===== src/rtl/sdinit_pkg.sv =====
package sdinit_pkg;

  typedef enum logic [2:0] {
    CMD_NORMAL  = 3'b000,
    CMD_NOP     = 3'b001,
    CMD_PRECH   = 3'b010,
    CMD_MODESET = 3'b011,
    CMD_AUTOREF = 3'b100
  } cmd_e;

  // microseconds to clock cycles, never below a floor
  function automatic int unsigned us_to_clk(int unsigned us, int unsigned mhz,
                                            int unsigned floor_c);
    int unsigned v;
    v = us * mhz;
    return (v < floor_c) ? floor_c : v;
  endfunction

  function automatic int unsigned max2(int unsigned a, int unsigned b);
    return (a > b) ? a : b;
  endfunction

endpackage


===== src/rtl/sdinit_wait_timer.sv =====
module sdinit_wait_timer #(
  parameter int CNT_W = 16
) (
  input  logic             clk,
  input  logic             rst_n,
  input  logic             load,
  input  logic [CNT_W-1:0] load_val,
  output logic             zero
);

  logic [CNT_W-1:0] cnt_q;

  always_ff @(posedge clk or negedge rst_n) begin
    if (!rst_n)               cnt_q <= '0;
    else if (load)            cnt_q <= load_val;
    else if (cnt_q != '0)     cnt_q <= cnt_q - 1'b1;
  end

  assign zero = (cnt_q == '0);

endmodule


===== src/rtl/sdinit_fsm.sv =====
module sdinit_fsm
  import sdinit_pkg::*;
#(
  parameter int CNT_W   = 16,
  parameter int W_STAB  = 200,
  parameter int W_NOP   = 200,
  parameter int W_TRP   = 3,
  parameter int W_TRC   = 7,
  parameter int W_TMRD  = 2,
  parameter int W_NRM   = 2,
  parameter int NUM_REF = 8
) (
  input  logic             clk,
  input  logic             rst_n,
  input  logic             start,
  input  logic             tmr_zero,
  output logic             tmr_load,
  output logic [CNT_W-1:0] tmr_val,
  output logic             issue,
  output cmd_e             issue_cmd,
  output logic             normal_mode,
  output logic             done
);

  localparam int RC_W = $clog2(NUM_REF + 1);

  typedef enum logic [3:0] {
    S_IDLE, S_STAB, S_NOP, S_NOPW, S_PRE, S_PREW, S_REF, S_REFW,
    S_MRS, S_MRSW, S_NRM, S_NRMW, S_DONE
  } st_e;

  st_e            st_q, st_d;
  logic [RC_W-1:0] ref_q;

  always_comb begin
    st_d     = st_q;
    tmr_load = 1'b0;
    tmr_val  = '0;
    case (st_q)
      S_IDLE: if (start) begin
        st_d = S_STAB; tmr_load = 1'b1; tmr_val = CNT_W'(W_STAB - 1);
      end
      S_STAB: if (tmr_zero) st_d = S_NOP;
      S_NOP:  begin st_d = S_NOPW; tmr_load = 1'b1; tmr_val = CNT_W'(W_NOP - 2); end
      S_NOPW: if (tmr_zero) st_d = S_PRE;
      S_PRE:  begin st_d = S_PREW; tmr_load = 1'b1; tmr_val = CNT_W'(W_TRP - 2); end
      S_PREW: if (tmr_zero) st_d = S_REF;
      S_REF:  begin st_d = S_REFW; tmr_load = 1'b1; tmr_val = CNT_W'(W_TRC - 2); end
      S_REFW: if (tmr_zero) st_d = (ref_q == RC_W'(NUM_REF)) ? S_MRS : S_REF;
      S_MRS:  begin st_d = S_MRSW; tmr_load = 1'b1; tmr_val = CNT_W'(W_TMRD - 2); end
      S_MRSW: if (tmr_zero) st_d = S_NRM;
      S_NRM:  begin st_d = S_NRMW; tmr_load = 1'b1; tmr_val = CNT_W'(W_NRM - 2); end
      S_NRMW: if (tmr_zero) st_d = S_DONE;
      default: st_d = st_q;
    endcase
  end

  always_ff @(posedge clk or negedge rst_n) begin
    if (!rst_n) begin
      st_q  <= S_IDLE;
      ref_q <= '0;
    end else begin
      st_q <= st_d;
      if (st_q == S_REF) ref_q <= ref_q + 1'b1;
    end
  end

  always_comb begin
    issue     = 1'b1;
    issue_cmd = CMD_NOP;
    case (st_q)
      S_NOP:   issue_cmd = CMD_NOP;
      S_PRE:   issue_cmd = CMD_PRECH;
      S_REF:   issue_cmd = CMD_AUTOREF;
      S_MRS:   issue_cmd = CMD_MODESET;
      S_NRM:   issue_cmd = CMD_NORMAL;
      default: issue     = 1'b0;
    endcase
  end

  assign normal_mode = (st_q == S_NRM) || (st_q == S_NRMW) || (st_q == S_DONE);
  assign done        = (st_q == S_DONE);

  AST_REF_BOUND: assert property (@(posedge clk) disable iff (!rst_n)
    ref_q <= RC_W'(NUM_REF));
  AST_DONE_STICKY: assert property (@(posedge clk) disable iff (!rst_n)
    done |=> done);

endmodule


===== src/rtl/sdinit_cmd_enc.sv =====
module sdinit_cmd_enc
  import sdinit_pkg::*;
#(
  parameter int          ADDR_W    = 13,
  parameter logic [ADDR_W-1:0] MODE_ADDR = 13'h1D0
) (
  input  logic              clk,
  input  logic              rst_n,
  input  logic              issue,
  input  cmd_e              issue_cmd,
  input  logic              normal_mode,
  output logic [2:0]        cmd_o,
  output logic              stb_o,
  output logic [ADDR_W-1:0] addr_o
);

  always_comb begin
    if (issue)            cmd_o = issue_cmd;
    else if (normal_mode) cmd_o = CMD_NORMAL;
    else                  cmd_o = CMD_NOP;
  end

  assign stb_o  = issue;
  assign addr_o = (issue && issue_cmd == CMD_MODESET) ? MODE_ADDR : '0;

  AST_NO_RESERVED: assert property (@(posedge clk) disable iff (!rst_n)
    cmd_o <= 3'b100);
  AST_ADDR_ONLY_MRS: assert property (@(posedge clk) disable iff (!rst_n)
    (addr_o != '0) |-> (stb_o && cmd_o == 3'b011));
  AST_STB_SINGLE: assert property (@(posedge clk) disable iff (!rst_n)
    stb_o |=> !stb_o);

endmodule


===== src/rtl/sdram_init_seq.sv =====
module sdram_init_seq
  import sdinit_pkg::*;
#(
  parameter int          CLK_MHZ     = 100,
  parameter int          STAB_US     = 200,
  parameter int          NOP_US      = 200,
  parameter int          NOP_MIN_CLK = 200,
  parameter int          TRP_CLK     = 3,
  parameter int          TRC_CLK     = 7,
  parameter int          TMRD_CLK    = 2,
  parameter int          NRM_US      = 1,
  parameter int          NUM_REF     = 8,
  parameter int          ADDR_W      = 13,
  parameter logic [ADDR_W-1:0] MODE_ADDR = 13'h1D0
) (
  input  logic              clk,
  input  logic              rst_n,
  input  logic              start,
  output logic [2:0]        cmd_o,
  output logic              cmd_stb_o,
  output logic [ADDR_W-1:0] addr_o,
  output logic              done_o,
  output logic              refresh_en_o
);

  localparam int W_STAB = int'(us_to_clk(STAB_US, CLK_MHZ, 2));
  localparam int W_NOP  = int'(us_to_clk(NOP_US, CLK_MHZ, NOP_MIN_CLK));
  localparam int W_NRM  = int'(us_to_clk(NRM_US, CLK_MHZ, 2));
  localparam int W_TRP  = (TRP_CLK < 2) ? 2 : TRP_CLK;
  localparam int W_TRC  = (TRC_CLK < 2) ? 2 : TRC_CLK;
  localparam int W_TMRD = (TMRD_CLK < 2) ? 2 : TMRD_CLK;
  localparam int W_MAX  = int'(max2(max2(W_STAB, W_NOP), max2(W_NRM, max2(W_TRC, W_TMRD))));
  localparam int CNT_W  = $clog2(W_MAX + 1);

  logic             tmr_load, tmr_zero, issue, normal_mode, done;
  logic [CNT_W-1:0] tmr_val;
  cmd_e             issue_cmd;

  sdinit_wait_timer #(.CNT_W(CNT_W)) u_timer (
    .clk(clk), .rst_n(rst_n), .load(tmr_load), .load_val(tmr_val), .zero(tmr_zero)
  );

  sdinit_fsm #(
    .CNT_W(CNT_W), .W_STAB(W_STAB), .W_NOP(W_NOP), .W_TRP(W_TRP), .W_TRC(W_TRC),
    .W_TMRD(W_TMRD), .W_NRM(W_NRM), .NUM_REF(NUM_REF)
  ) u_fsm (
    .clk(clk), .rst_n(rst_n), .start(start), .tmr_zero(tmr_zero),
    .tmr_load(tmr_load), .tmr_val(tmr_val), .issue(issue), .issue_cmd(issue_cmd),
    .normal_mode(normal_mode), .done(done)
  );

  sdinit_cmd_enc #(.ADDR_W(ADDR_W), .MODE_ADDR(MODE_ADDR)) u_enc (
    .clk(clk), .rst_n(rst_n), .issue(issue), .issue_cmd(issue_cmd),
    .normal_mode(normal_mode), .cmd_o(cmd_o), .stb_o(cmd_stb_o), .addr_o(addr_o)
  );

  assign done_o       = done;
  assign refresh_en_o = done;

  AST_REF_AFTER_NORMAL: assert property (@(posedge clk) disable iff (!rst_n)
    refresh_en_o |-> (cmd_o == 3'b000));
  AST_DONE_WITH_REF: assert property (@(posedge clk) disable iff (!rst_n)
    $rose(refresh_en_o) |-> $rose(done_o));

endmodule


===== config.mk =====
export PLATFORM = sky130hd
export DESIGN_NAME = sdram_init_seq
export DESIGN_NICKNAME = d
export VERILOG_FILES = /design/src/rtl/sdinit_pkg.sv /design/src/rtl/sdinit_wait_timer.sv /design/src/rtl/sdinit_fsm.sv /design/src/rtl/sdinit_cmd_enc.sv /design/src/rtl/sdram_init_seq.sv
export SDC_FILE = /design/constraint.sdc
export NUM_CORES = 1
export LEC_CHECK = 0
export CORE_MARGIN = 3
export CORE_UTILIZATION = 38
export CTS_CLUSTER_DIAMETER = 50
export DETAILED_ROUTE_END_ITERATION = 10
export DONT_BUFFER_PORTS = 1
export GPL_TIMING_DRIVEN = 0
export MAX_ROUTING_LAYER = met4
export PLACE_DENSITY = 0.59
export SKIP_CTS_REPAIR_TIMING = 1
export SYNTH_ARGS = -nofsm -noshare
export SYNTH_HDL_FRONTEND = slang
export SYNTH_SLANG_ARGS = --single-unit

===== constraint.sdc =====
create_clock -name clk -period 4.18 [get_ports clk]
set_input_delay 0.836 -clock clk [delete_from_list [all_inputs] [get_ports clk]]
set_output_delay 0.836 -clock clk [all_outputs]
set_load 0.03 [all_outputs]

==> results.yml <==
synthesis:
  ys.flop_type: "dfrtp_1"
  ys_types: 47
  synth_area_mm2: 0.001556
  ys_ff_latch: 23
  yosys.cell_count.top_type: "dfrtp_1"
  yosys-top-cells-count: "23 x dfrtp_1, 14 x nor2_1, 13 x buf_4"
  yosysTopAreaCell: "dfrtp_1"
  ys_warn_count: 0
  netlist_instances: 170
  seq_area_frac_synth: 0.3698
  async_reset_ff_frac: 1.000
  synth_area_leaders: "dfrtp_1 37%, ha_1 6.4%, buf_4 6.3%"
  avgSynthCellArea_um2: 9.156
  synth_top_area_frac: 0.3698
  synth_edf_count: 0
critical_path:
  crit_chain: "clkbuf_1 > nor3b_1 > buf_4"
  startpoint_type: "register"
  endpoint_kind: "output port"
  crit_family: "simple AND/OR/NAND/NOR gates"
  path_class: "reg -> out"
  path_buf_inv: 2
  slowest_delay_ps: 900
  crit_arrival_ps: 2190
  worst_path_max_delay_cell: "nor3b_1"
  critPathMaxFanout: 10
  crit_required_ps: 3340
timing:
  slew_viol_final: 0
  skew_ps: 8.551
  tns_ps: 0
  tightest_slew_ps: 1050
  clock.fmax_ghz: 0.3301
  timing.final.crit_share: 0.7248
  hold_slack_ps: 249.3
  layout_setup_ws_ps: 1151
  setup_viol: 0
  finalHoldViolCount: 0
  layout_min_cycle_time_ps: 3029
  slew_headroom: 0.2988
  rsz0062_at_grt: "no"
cts:
  clkTransAtPathRegs_ps: 90
  tritoncts: "yes"
  cts-root-buf: "clkbuf_8"
  htreeDepth: 1
  cts_buffer_depth: 2
  clock-sinks: 23
  cts_inserted_buffers: 3
  clk_latency_ps: 270
power:
  power.density_mw_per_mm2: 224.3
  p_leak_uw: 0.0007154
  ir_drop_mv: 0.1474
  power_uw: 379.7
routing:
  drt_first_pass_iters: 4
  drt_iter0_markers: 43
  drc_errors: 0
  viasPerCell: 5.352
  wl_mm: 3.263
  postRouteAntennaNets: 0
  post_drt_wl_per_cell_um: 14.19
  vias: 1231
global_routing:
  grt_antenna_before_repair: 0
  grt_start_max_net_pins: 24
  grt_pass1_wl_mm: 5.727
  grt-ovfl-total: 0
  track_usage: 0.1444
  grt_pass1_vias: 1246
flow_run:
  cap_violations: 0
floorplanning:
  die_h_um: 70
  die_w_um: 70
  core_mm2: 0.003799
  dieArea_mm2: 0.004900
  pin_count: 22
  initial_core_util: 0.4097
  row_count: 22
layout:
  fillers: 392
  utilization: 0.4457
  diodes: 0
  layout-drive-gt1-share: 0.1593
  area_growth_pct: 8.762
  final_net_count: 194
placed_design:
  dpl.hpwl_mm: 2.471
  io_buffers: 0
  post-place-ws_ps: 1454
  gp_congestion: 0.8556
outcome:
  status: "complete, no violations"
hold_path:
  min_path_type: "in -> async"
## where the power goes
group | leakage (µW) | internal (µW) | switching, µW | total (µW)
Sequential | 0.000270 | 222 | 0 | 222
Combinational | 0.000420 | 5.86 | 12.1 | 17.9
Clock | 0.0000255 | 66.6 | 72.8 | 139
## metal layers
metal  share of wire  vias to the layer above  global-route usage
li1                -                      603                   -
met1            0.46                      593              0.1867
met2            0.49                       31              0.2308
met3           0.042                        4             0.02590
met4           0.013                        0             0.04255
met5               0                        -                   -
## sequential cells by signal, indices dropped and copies added (netlist names)
signal	flops
u_fsm.st_q	4
u_fsm.ref_q	4
u_timer.cnt_q	15
## layout by cell type, fill, tap and decap left out, types with 6 or more instances in the layout
| cell | n |
|---|---|
| buf_4 | 13 |
| inv_1 | 9 |
| conb_1 | 9 |
| a21oi_1 | 11 |
| nor2_1 | 14 |
| o21ai_0 | 11 |
| xnor2_1 | 6 |
| ha_1 | 8 |
| dfrtp_1 | 23 |
| nand2_1 | 9 |
## cell type report
class                      count  area, µm²  share of cell area
tap                           48      60.06             0.03548
sequential                    23      575.6              0.3400
clock buffer                   3      41.29             0.02439
clock inverter                 1      5.005            0.002956
inverter                       9      33.78             0.01996
buffer                        19      128.9             0.07613
multi-input combinational    127      848.3              0.5011
## logic make-up (layout without fill, tap and decap cells)
family / Yosys count / after routing / synth area share
flops: 23 / 23 / 0.3698
xor+xnor: 11 / 11 / 0.06190
fa+ha+maj: 8 / 8 / 0.06431
other cells: 1 / 9 / 0.002409
compound gates: 38 / 38 / 0.1471
buf+inv: 28 / 32 / 0.1045
simple gates: 57 / 57 / 0.2219
mux: 4 / 4 / 0.02813
## through the flow
stage          cell area (µm²)  std cells
2_1_floorplan             1587        178
3_3_place_gp              1647        226
3_5_place_dp              1647        226
4_1_cts                   1693        230
5_1_grt                   1693        230
6_report                  1693        230
## path summary, 6_finish.rpt
check                                                 from                             to  slack (ps)  cells after the start
worst max-delay path             u_fsm.st_q[0]$_DFFE_PN0P_                   refresh_en_o        1150                      3
worst min-delay path                                 rst_n  u_timer.cnt_q[11]$_DFFE_PN0P_         250                      0
worst max register to register   u_fsm.st_q[3]$_DFFE_PN0P_     u_fsm.ref_q[3]$_DFFE_PN0P_        1840                      6
worst min register to register  u_fsm.ref_q[3]$_DFFE_PN0P_     u_fsm.ref_q[3]$_DFFE_PN0P_         490                      1
max in group asynchronous                            rst_n      u_fsm.st_q[2]$_DFFE_PN0P_        3850                      0
min in group clk                u_fsm.ref_q[3]$_DFFE_PN0P_     u_fsm.ref_q[3]$_DFFE_PN0P_         490                      1
(Power assumes the default switching activity.)
